### config.mk
export PLATFORM = sky130hd
export DESIGN_NAME = fec_redundancy_ctrl
export DESIGN_NICKNAME = d
export VERILOG_FILES = /design/src/rtl/fec_rc_pkg.sv /design/src/rtl/fec_win_accum.sv /design/src/rtl/fec_mode_decide.sv /design/src/rtl/fec_mode_reg.sv /design/src/rtl/fec_redundancy_ctrl.sv
export SDC_FILE = /design/constraint.sdc
export NUM_CORES = 1
export LEC_CHECK = 0
export ABC_AREA = 0
export BUFFER_PORTS_ARGS = -buffer_cell sky130_fd_sc_hd__buf_2
export CORE_MARGIN = 10
export CORE_UTILIZATION = 55
export CTS_CLUSTER_SIZE = 28
export DETAILED_ROUTE_END_ITERATION = 6
export PLACE_DENSITY = 0.73
export SYNTH_ARGS = -nofsm -noshare
export SYNTH_HDL_FRONTEND = slang
export SYNTH_SLANG_ARGS = --single-unit
### constraint.sdc
create_clock -name clk -period 7.77 [get_ports clk]
set_input_delay 0.3885 -clock clk [delete_from_list [all_inputs] [get_ports clk]]
set_output_delay 0.3885 -clock clk [all_outputs]
set_load 0.1 [all_outputs]
### src/rtl/fec_rc_pkg.sv
package fec_rc_pkg;

  typedef enum logic [1:0] {
    DEC_HOLD = 2'd0,
    DEC_UP   = 2'd1,
    DEC_DOWN = 2'd2
  } fec_dec_e;

  function automatic int unsigned max3(input int unsigned a, input int unsigned b,
                                       input int unsigned c);
    int unsigned m;
    m = (a > b) ? a : b;
    return (m > c) ? m : c;
  endfunction

endpackage

### src/rtl/fec_win_accum.sv
module fec_win_accum #(
  parameter int unsigned FRAG_W     = 8,
  parameter int unsigned ERR_W      = 10,
  parameter int unsigned WIN_FRAMES = 16,
  localparam int unsigned CNT_W     = $clog2(WIN_FRAMES),
  localparam int unsigned SUM_W     = FRAG_W + CNT_W,
  localparam int unsigned CSUM_W    = ERR_W + CNT_W
) (
  input  logic              clk,
  input  logic              rst_n,
  input  logic              stat_valid,
  input  logic [FRAG_W-1:0] stat_sent,
  input  logic [FRAG_W-1:0] stat_ok,
  input  logic [ERR_W-1:0]  stat_corr,
  output logic [SUM_W-1:0]  sent_sum,
  output logic [SUM_W-1:0]  ok_sum,
  output logic [CSUM_W-1:0] corr_sum,
  output logic              eval_req
);

  logic [CNT_W-1:0]  cnt_q, cnt_base, cnt_d;
  logic [SUM_W-1:0]  sent_base, ok_base, sent_d, ok_d;
  logic [CSUM_W-1:0] corr_base, corr_d;
  logic [FRAG_W-1:0] ok_eff;
  logic              eval_d;

  // delivered count never exceeds sent count
  assign ok_eff = (stat_ok > stat_sent) ? stat_sent : stat_ok;

  always_comb begin
    // a decision cycle consumes the sums; a report in it opens the next window
    cnt_base  = eval_req ? '0 : cnt_q;
    sent_base = eval_req ? '0 : sent_sum;
    ok_base   = eval_req ? '0 : ok_sum;
    corr_base = eval_req ? '0 : corr_sum;
    cnt_d     = cnt_base;
    sent_d    = sent_base;
    ok_d      = ok_base;
    corr_d    = corr_base;
    eval_d    = 1'b0;
    if (stat_valid) begin
      sent_d = sent_base + SUM_W'(stat_sent);
      ok_d   = ok_base + SUM_W'(ok_eff);
      corr_d = corr_base + CSUM_W'(stat_corr);
      if (cnt_base == CNT_W'(WIN_FRAMES - 1)) begin
        cnt_d  = '0;
        eval_d = 1'b1;
      end else begin
        cnt_d = cnt_base + 1'b1;
      end
    end
  end

  always_ff @(posedge clk or negedge rst_n) begin
    if (!rst_n) begin
      cnt_q    <= '0;
      sent_sum <= '0;
      ok_sum   <= '0;
      corr_sum <= '0;
      eval_req <= 1'b0;
    end else begin
      eval_req <= eval_d;
      if (stat_valid || eval_req) begin
        cnt_q    <= cnt_d;
        sent_sum <= sent_d;
        ok_sum   <= ok_d;
        corr_sum <= corr_d;
      end
    end
  end

endmodule

### src/rtl/fec_mode_decide.sv
module fec_mode_decide #(
  parameter int unsigned NUM_MODES   = 9,
  parameter int unsigned PAR_MIN     = 2,
  parameter int unsigned PAR_STEP    = 2,
  parameter int unsigned CODE_N      = 255,
  parameter int unsigned RATE_FRAC_W = 8,
  parameter int unsigned DOWN_SHIFT  = 3,
  parameter int unsigned MODE_W      = 4,
  parameter int unsigned PAR_W       = 5,
  parameter int unsigned SUM_W       = 12,
  parameter int unsigned CSUM_W      = 14,
  localparam int unsigned CMP_W      = fec_rc_pkg::max3(SUM_W + RATE_FRAC_W,
                                         CSUM_W + DOWN_SHIFT, PAR_W + SUM_W) + 1
) (
  input  logic [MODE_W-1:0]        mode_idx,
  input  logic [SUM_W-1:0]         sent_sum,
  input  logic [SUM_W-1:0]         ok_sum,
  input  logic [CSUM_W-1:0]        corr_sum,
  output fec_rc_pkg::fec_dec_e     decision
);

  logic [RATE_FRAC_W-1:0] rate_tab [NUM_MODES];
  logic [PAR_W-1:0]       par_tab  [NUM_MODES];

  // per-mode parity count and code rate as a fraction of 2^RATE_FRAC_W
  for (genvar m = 0; m < NUM_MODES; m++) begin : g_mode
    localparam int unsigned P_M    = PAR_MIN + m * PAR_STEP;
    localparam int unsigned RATE_M = ((CODE_N - P_M) << RATE_FRAC_W) / CODE_N;
    assign rate_tab[m] = RATE_FRAC_W'(RATE_M);
    assign par_tab[m]  = PAR_W'(P_M);
  end

  logic [RATE_FRAC_W-1:0] rate_sel;
  logic [PAR_W-1:0]       par_sel;
  logic [CMP_W-1:0]       up_lhs, up_rhs, dn_lhs, dn_rhs;
  logic                   lossy, all_ok, light_corr;

  always_comb begin
    rate_sel   = rate_tab[mode_idx];
    par_sel    = par_tab[mode_idx];
    up_lhs     = CMP_W'(ok_sum) << RATE_FRAC_W;
    up_rhs     = CMP_W'(rate_sel) * CMP_W'(sent_sum);
    dn_lhs     = CMP_W'(corr_sum) << DOWN_SHIFT;
    dn_rhs     = CMP_W'(par_sel) * CMP_W'(sent_sum);
    lossy      = up_lhs < up_rhs;
    all_ok     = (sent_sum != '0) && (ok_sum == sent_sum);
    light_corr = dn_lhs <= dn_rhs;
    if (lossy)                    decision = fec_rc_pkg::DEC_UP;
    else if (all_ok && light_corr) decision = fec_rc_pkg::DEC_DOWN;
    else                          decision = fec_rc_pkg::DEC_HOLD;
  end

endmodule

### src/rtl/fec_mode_reg.sv
module fec_mode_reg #(
  parameter int unsigned NUM_MODES = 9,
  parameter int unsigned MODE_W    = 4
) (
  input  logic                 clk,
  input  logic                 rst_n,
  input  logic                 eval_req,
  input  fec_rc_pkg::fec_dec_e decision,
  output logic [MODE_W-1:0]    mode_idx,
  output logic                 upd_stb
);

  localparam logic [MODE_W-1:0] MODE_TOP = MODE_W'(NUM_MODES - 1);

  logic [MODE_W-1:0] mode_d;
  logic              stb_d;

  always_comb begin
    mode_d = mode_idx;
    if (eval_req) begin
      unique case (decision)
        fec_rc_pkg::DEC_UP:   if (mode_idx != MODE_TOP) mode_d = mode_idx + 1'b1;
        fec_rc_pkg::DEC_DOWN: if (mode_idx != '0)       mode_d = mode_idx - 1'b1;
        default:              mode_d = mode_idx;
      endcase
    end
    stb_d = mode_d != mode_idx;
  end

  always_ff @(posedge clk or negedge rst_n) begin
    if (!rst_n) begin
      mode_idx <= MODE_TOP;
      upd_stb  <= 1'b0;
    end else begin
      upd_stb <= stb_d;
      if (eval_req) mode_idx <= mode_d;
    end
  end

endmodule

### src/rtl/fec_redundancy_ctrl.sv
module fec_redundancy_ctrl #(
  parameter int unsigned FRAG_W      = 8,
  parameter int unsigned ERR_W       = 10,
  parameter int unsigned WIN_FRAMES  = 16,
  parameter int unsigned NUM_MODES   = 9,
  parameter int unsigned PAR_MIN     = 2,
  parameter int unsigned PAR_STEP    = 2,
  parameter int unsigned CODE_N      = 255,
  parameter int unsigned RATE_FRAC_W = 8,
  localparam int unsigned PAR_MAX    = PAR_MIN + (NUM_MODES - 1) * PAR_STEP,
  localparam int unsigned PAR_W      = $clog2(PAR_MAX + 1),
  localparam int unsigned MODE_W     = $clog2(NUM_MODES),
  localparam int unsigned CNT_W      = $clog2(WIN_FRAMES),
  localparam int unsigned SUM_W      = FRAG_W + CNT_W,
  localparam int unsigned CSUM_W     = ERR_W + CNT_W
) (
  input  logic              clk,
  input  logic              rst_n,
  input  logic              stat_valid,
  input  logic [FRAG_W-1:0] stat_sent,
  input  logic [FRAG_W-1:0] stat_ok,
  input  logic [ERR_W-1:0]  stat_corr,
  output logic [PAR_W-1:0]  parity_syms,
  output logic              parity_upd
);

  logic [SUM_W-1:0]     sent_sum, ok_sum;
  logic [CSUM_W-1:0]    corr_sum;
  logic                 eval_req;
  logic [MODE_W-1:0]    mode_idx;
  fec_rc_pkg::fec_dec_e decision;

  fec_win_accum #(
    .FRAG_W(FRAG_W), .ERR_W(ERR_W), .WIN_FRAMES(WIN_FRAMES)
  ) u_accum (
    .clk(clk), .rst_n(rst_n),
    .stat_valid(stat_valid), .stat_sent(stat_sent),
    .stat_ok(stat_ok), .stat_corr(stat_corr),
    .sent_sum(sent_sum), .ok_sum(ok_sum), .corr_sum(corr_sum),
    .eval_req(eval_req)
  );

  fec_mode_decide #(
    .NUM_MODES(NUM_MODES), .PAR_MIN(PAR_MIN), .PAR_STEP(PAR_STEP),
    .CODE_N(CODE_N), .RATE_FRAC_W(RATE_FRAC_W), .DOWN_SHIFT(3),
    .MODE_W(MODE_W), .PAR_W(PAR_W), .SUM_W(SUM_W), .CSUM_W(CSUM_W)
  ) u_decide (
    .mode_idx(mode_idx), .sent_sum(sent_sum), .ok_sum(ok_sum),
    .corr_sum(corr_sum), .decision(decision)
  );

  fec_mode_reg #(
    .NUM_MODES(NUM_MODES), .MODE_W(MODE_W)
  ) u_mode (
    .clk(clk), .rst_n(rst_n), .eval_req(eval_req), .decision(decision),
    .mode_idx(mode_idx), .upd_stb(parity_upd)
  );

  assign parity_syms = PAR_W'(PAR_MIN + int'(mode_idx) * PAR_STEP);

endmodule

==> Word level (Yosys, flattened, before mapping) <==
Memories as Yosys holds them, arrays and structs flattened.
Index checks and enable logic that the tools add are counted.
{ "classes": {"multipliers": 2, "reduce_logical": 5, "bitwise_logic": 1, "eq_ne": 6, "order_cmp": 4, "n_mux": 22, "n_addsub": 7} }
{ "op_table": {"columns": ["cell", "n"], "rows": [
  ["$mux W12", 4],
  ["$mux W14", 2],
  ["$add A12 B8 Y12", 2],
  ["$mux W4", 6],
  ["$mux W8", 3],
  ["$lt A20 B20 Y1", 1],
  ["$mul A8 B12 Y20", 1],
  ["$le A17 B17 Y1", 1],
  ["$mul A5 B12 Y17", 1],
  ["$add A14 B10 Y14", 1],
  ["$eq A12 B12 Y1", 1],
  ["$reduce_bool A12 Y1", 1],
  ["$mux W5", 2],
  ["$add A4 B1 Y4 const B", 2],
  ["$gt A8 B8 Y1", 1],
  ["$pmux W4 S2", 1],
  ["$add A2 B5 Y5 const A", 1],
  ["$ge A5 B5 Y1 const B", 1],
  ["$not A4 Y5", 1],
  ["$eq A4 B4 Y1 const B", 1],
  ["$mux W2", 2],
  ["$ne A4 B4 Y1", 1],
  ["$ne A4 B4 Y1 const B", 1],
  ["$reduce_bool A4 Y1", 1],
  ["other kinds (6)", 8]
]} }
{ "word_totals": {"mem_count": 2, "romBits": 208, "in_bits": 29, "out_inout_bits": 6, "regBits": 48, "wordCells": 56} }
{ "memory_table": {"columns": ["name", "words", "word_bits", "read_ports", "rd_ports_with_merged_regs", "write_ports", "line_no", "text"], "rows": [
  ["(name not given)", 16, 8, 1, 0, 0, "fec_mode_decide.sv:39", "rate_sel = rate_tab[mode_idx];"],
  ["(name not given)", 16, 5, 1, 0, 0, "fec_mode_decide.sv:40", "par_sel = par_tab[mode_idx];"]
]} }

==> Logic depth before layout (Yosys ltp) <==
{ "logic_depth": {"ltp_word": 13, "depth_mapped": 31, "ltp_nobuf": 30} }

==> By module <==
Synthesis repeated with hierarchy kept, for this count alone.
{ "hier_totals": {"cells_unflattened": 1054, "area_unflattened_um2": 9285.2} }
{ "modules_own_cells": {"columns": ["mod", "seq_area_each_um2", "area_each_um2", "n_inst", "cells_per_inst"], "rows": [
  ["fec_mode_decide", 0.0, 5188.7, 1, 614],
  ["fec_win_accum", 1076.0, 3474.6, 1, 367],
  ["fec_mode_reg", 126.4, 566.8, 1, 66],
  ["fec_redundancy_ctrl", 0.0, 55.1, 1, 7]
]} }

==> Worst setup path before layout <==
Ideal clock, no wire load.
{ "synth_path": {"path_type": "register to register", "from": "register u_mode.mode_idx[0]", "to": "register u_mode.mode_idx[1]", "path_slack_ns": -0.444, "n_path_buf": 1, "arrival_time_ns": 8.091, "synth_period_minus_slack_ns": 8.214, "setup_ns": 0.123, "required_ns": 7.647, "path_stages_with_launch": 29, "cell_sequence": "dfrtp_1 > inv_1 > ha_1 > nor2b_1 > clkbuf_1 > nor2_1 > fa_1 > fa_1 > fa_1 > inv_1 > fa_1 > inv_1 > ha_1 > or2_2 > o311ai_0 > o21ai_0 > o41ai_2 > o2111ai_1 > a21oi_1 > xor2_1 > ha_1 > nand4_1 > nor3_1 > o2111ai_1 > o211ai_2 > nand3_2 > a21oi_1 > a21oi_1 > o221a_2"} }
{ "synth_via": {"elab_chain_len": 12, "elab_cells_between_ends": 24, "cone_classes": "add/sub (2); mul (2); order compare (2); eq/ne (3); mux (10); bitwise (1); reduce/logical (2); memory (2)"} }
{ "synth_rtl": {"columns": ["item", "line_no", "text"], "rows": [
  ["start, declared", "fec_mode_reg.sv:9", "output logic [MODE_W-1:0] mode_idx,"],
  ["start signal, assigned", "fec_mode_reg.sv:36", "if (eval_req) mode_idx <= mode_d;"],
  ["$not A4 Y5 (implied by the code)", "fec_mode_decide.sv:39, fec_mode_decide.sv:40", null],
  ["$mem_v2 Z16 W5", null, null],
  ["$mux W5 (implied by the code) (2 in series)", "fec_mode_decide.sv:40", null],
  ["$mul A5 B12 Y17", "fec_mode_decide.sv:44", "dn_rhs = CMP_W'(par_sel) * CMP_W'(sent_sum);"],
  ["$le A17 B17 Y1", "fec_mode_decide.sv:47", "light_corr = dn_lhs <= dn_rhs;"],
  ["$logic_and A1 B1 Y1", "fec_mode_decide.sv:49", "else if (all_ok && light_corr) decision = fec_rc_pkg::DEC_DOWN;"],
  ["$mux W2", "fec_mode_decide.sv:49", null],
  ["$mux W2", "fec_mode_decide.sv:48", "if (lossy) decision = fec_rc_pkg::DEC_UP;"],
  ["$eq A2 B2 Y1 / $eq A2 B1 Y1 (equally long branches)", "fec_mode_reg.sv:21", "unique case (decision)"],
  ["$pmux W4 S2 (*)", "fec_mode_reg.sv:21", null],
  ["$mux W4 (*)", "fec_mode_reg.sv:20", "if (eval_req) begin"]
]} }
Every way passes the cells marked *; elsewhere a longest branch is shown, timed or not. The select of a mux whose other input is x is not followed.
A chain may end at the register's enable or synchronous reset.

==> Worst setup path after layout <==
Same ends and word-level chain as after synthesis.

==> metrics <==
Die ar.=0.0212 mm2; global-route wire length before repair=32900 um; crit start category=register; critical path capture point type=register; Final Critical Period=7.25 ns; EDFF count, synth=0; IO Pins=35; synth-to-layout area growth=7.98%; hold-fix buffers at CTS=0; synthesized flop and latch total=48; placed cell areas=0.00916 mm2; initial antenna violation count=0; final-layout fill cell count=1363; gr ovfl total=0; Placer Congestion=0.884; cell class contributing the biggest share of worst-path delay=adder cells; Post-synth ARST share=1.00; Via Count=6791; crit path max fanout=8; DIE HEIGHT=146 um; clock tree from TritonCTS=done; number of routed nets with antenna violations=0; worst min-delay path category=in2async; detailed-router iteration count before antenna repair=5; WL per Instance=16.0 um; top cells by count, synth=sky130_fd_sc_hd__inv_1 (148), sky130_fd_sc_hd__ha_1 (142), sky130_fd_sc_hd__fa_1 (84), sky130_fd_sc_hd__nor2_1 (84), sky130_fd_sc_hd__nand2_1 (59); dpl hpwl=16300 um; final-report hold violation count=0; number of pins exceeding their max-slew limit in the final report=0; worst slack on hold paths=0.187 ns; worst max-slew margin expressed relative to the limit=0.442; Achievable Freq=138 MHz; top-count cell post-synth=sky130_fd_sc_hd__inv_1; Post-Route Setup TNS=0 ns; cell chosen for the clock root=sky130_fd_sc_hd__clkbuf_16; classification of the worst setup path=reg2reg; std cell rows=45; die span in x=146 um; number of distinct standard cells referenced by the synthesized netlist=67; worst path arrival time=7.48 ns; number of diodes added for antenna fixing=0; primary flip-flop cell chosen by synthesis mapping=sky130_fd_sc_hd__dfrtp_1; via count of the first global-routing pass=6722; clock buffer count from CTS=5; ratio of cells with drive above 1 in the final layout=0.114; final design area excluding fillers=0.00937 mm2; worst-case clock skew=0.0104 ns; clock transition at the register clock pins on the worst setup and hold paths after CTS=0.07 ns; maximum cell stage delay along the critical path=0.54 ns; pin count of the biggest net entering global routing=49; count of final setup violators=0; outcome=finished, final reports clean; cell area after synthesis=0.00867 mm2; initial standard-cell utilization of the core=0.566; total global-route track usage=0.185; floorplan core area=0.0153 mm2; post-route DRC violation count=0; setup repair after global routing missed its margin=no; area fraction of the dominant cell type after synthesis=0.205; average cell area after synthesis=8.84 um2; deepest level of the CTS H-tree=2; Clock Path Buffers=2; count of non-filler cells in the finished layout=1229; Total Wirelength=19600 um; count of input and output buffers=33; Layout Nets=1272; most area-consuming cells after synthesis=sky130_fd_sc_hd__ha_1 (20%), sky130_fd_sc_hd__fa_1 (19%), sky130_fd_sc_hd__dfrtp_1 (14%), sky130_fd_sc_hd__inv_1 (6.4%), sky130_fd_sc_hd__xnor2_1 (3.8%); violation count after the first detailed-route iteration=422; CP most frequent cell=sky130_fd_sc_hd__fa_1; post-synthesis cell type with the largest combined area=sky130_fd_sc_hd__ha_1; sequential fraction of the synthesis area=0.139; number of cells in the design after placement=1220; Final Cycle Share=0.933; required time at the worst-slack endpoint=8.01 ns; per-cell via count in the routed design=5.53; number of warnings issued by yosys=0; count of buffer and inverter cells on the critical path=5; standard cell with the maximum stage delay on the critical path=sky130_fd_sc_hd__fa_1; Worst Max-Slew Pin Slew=0.837 ns; Post-Synthesis Cells=981; maxcap violations=0; Post-Synthesis Net Count=1236; Clock Latency Late Sink=0.30 ns; CTS sink cnt=48
-- logic make-up (layout without fill, tap and decap cells) --
family / count (synthesis) / count (layout) / share of synthesized area
AND/OR/NAND/NOR: 279 / 279 / 0.158
adder cells (fa/ha/maj): 226 / 226 / 0.399
buffers and inverters: 171 / 208 / 0.0754
AO/OA/AOI/OAI: 159 / 159 / 0.122
XOR/XNOR: 62 / 62 / 0.0626
flip-flops: 48 / 48 / 0.139
multiplexers: 35 / 35 / 0.0444
other: 1 / 1 / 0.000432
-- worst register-to-register path, delay by kind of cell, from the launching register on --
kind	cells	cell delay [ns]
and+or+nand+nor	5	0.95
buffers and inverters	5	0.70
xor gates and xnor gates	1	0.09
adders and majority gates	7	3.00
AOI/OAI and AO/OA	11	2.00
DFF	1	0.45
-- cell type report --
type,instances,area (um2),area share
sequential,48,1200,0.129
tap,211,264,0.0282
timing repair buffer,52,308,0.0329
clock buffer,6,139,0.0148
multi-input combinational,762,6850,0.732
clock inverter,2,38.8,0.00414
inverter,148,559,0.0597
-- worst paths after layout --
check | start | end | slack (ns) | cells past startpoint
max | u_mode.mode_idx[0]$_DFFE_PN0P_ | u_mode.mode_idx[1]$_DFFE_PN0P_ | 0.52 | 29
min | rst_n | u_accum.corr_sum[2]$_DFFE_PN0P_ | 0.19 | 2
max reg2reg | u_mode.mode_idx[0]$_DFFE_PN0P_ | u_mode.mode_idx[1]$_DFFE_PN0P_ | 0.52 | 29
min reg2reg | u_accum.corr_sum[11]$_DFFE_PN0P_ | u_accum.corr_sum[11]$_DFFE_PN0P_ | 0.54 | 1
max in group asynchronous | rst_n | u_mode.mode_idx[1]$_DFFE_PN0P_ | 7.11 | 2
min in group clk | stat_corr[0] | u_accum.corr_sum[0]$_DFFE_PN0P_ | 0.45 | 3
-- layout by cell type, fill, tap and decap left out, types with 3 or more instances in the layout --
cell / Yosys / layout
sky130_fd_sc_hd__inv_1: 148 / 147
sky130_fd_sc_hd__ha_1: 142 / 141
sky130_fd_sc_hd__nor2_1: 84 / 84
sky130_fd_sc_hd__fa_1: 84 / 84
sky130_fd_sc_hd__nand2_1: 59 / 59
sky130_fd_sc_hd__dfrtp_1: 47 / 45
sky130_fd_sc_hd__a21oi_1: 45 / 43
sky130_fd_sc_hd__xnor2_1: 38 / 38
sky130_fd_sc_hd__o21ai_0: 37 / 37
sky130_fd_sc_hd__nor2b_1: 36 / 35
sky130_fd_sc_hd__buf_2: 1 / 33
sky130_fd_sc_hd__mux2_2: 28 / 28
sky130_fd_sc_hd__xor2_1: 24 / 24
sky130_fd_sc_hd__and2_1: 19 / 19
sky130_fd_sc_hd__buf_4: 1 / 19
sky130_fd_sc_hd__nor3_1: 19 / 18
sky130_fd_sc_hd__a21o_1: 16 / 16
sky130_fd_sc_hd__nand2b_1: 15 / 15
sky130_fd_sc_hd__nand3_1: 15 / 15
sky130_fd_sc_hd__o21a_1: 8 / 8
sky130_fd_sc_hd__mux2i_1: 7 / 7
sky130_fd_sc_hd__and3_1: 6 / 6
sky130_fd_sc_hd__nor4_1: 6 / 6
sky130_fd_sc_hd__o2111ai_1: 6 / 6
sky130_fd_sc_hd__nand4_1: 5 / 5
sky130_fd_sc_hd__a211oi_1: 5 / 5
sky130_fd_sc_hd__clkbuf_16: 0 / 5
sky130_fd_sc_hd__a211o_1: 4 / 4
sky130_fd_sc_hd__or3_1: 4 / 4
sky130_fd_sc_hd__a21oi_2: 2 / 3
sky130_fd_sc_hd__o211ai_1: 3 / 3
sky130_fd_sc_hd__a41oi_1: 3 / 3
sky130_fd_sc_hd__o21ai_1: 3 / 3
sky130_fd_sc_hd__o31ai_1: 3 / 3
sky130_fd_sc_hd__a21boi_0: 3 / 3
-- layer usage --
metal | global-route usage | part of all wire | up-vias
li1 | - | - | 3327
met1 | 0.251 | 0.47 | 3290
met2 | 0.303 | 0.46 | 150
met3 | 0.0289 | 0.051 | 24
met4 | 0.0430 | 0.014 | 0
met5 | 0 | 0 | -
-- registers in the layout (all words and copies together), names as in the netlist --
signal and cells:
u_accum.corr_sum 14, u_accum.ok_sum 12, u_accum.sent_sum 12, u_accum.eval_req 1
u_mode.upd_stb 1, u_accum.cnt_q 4, u_mode.mode_idx 4
-- per-stage QoR --
stage,utilization,setup slack (ns)
floorplan,-,0.0438
global placement,0.598,0.508
detailed placement,0.598,0.185
CTS,0.609,0.162
global route,0.612,0.0331
finish,0.612,0.522
-- timing repair --
action	4_1_cts	5_1_grt
setup endpoints to repair	0	5
gates resized for setup	0	8
setup buffers	0	1
Power is left out: the tool's default activity adds up to more than one toggle a clock period on the data nets, which glitch-free logic cannot reach.
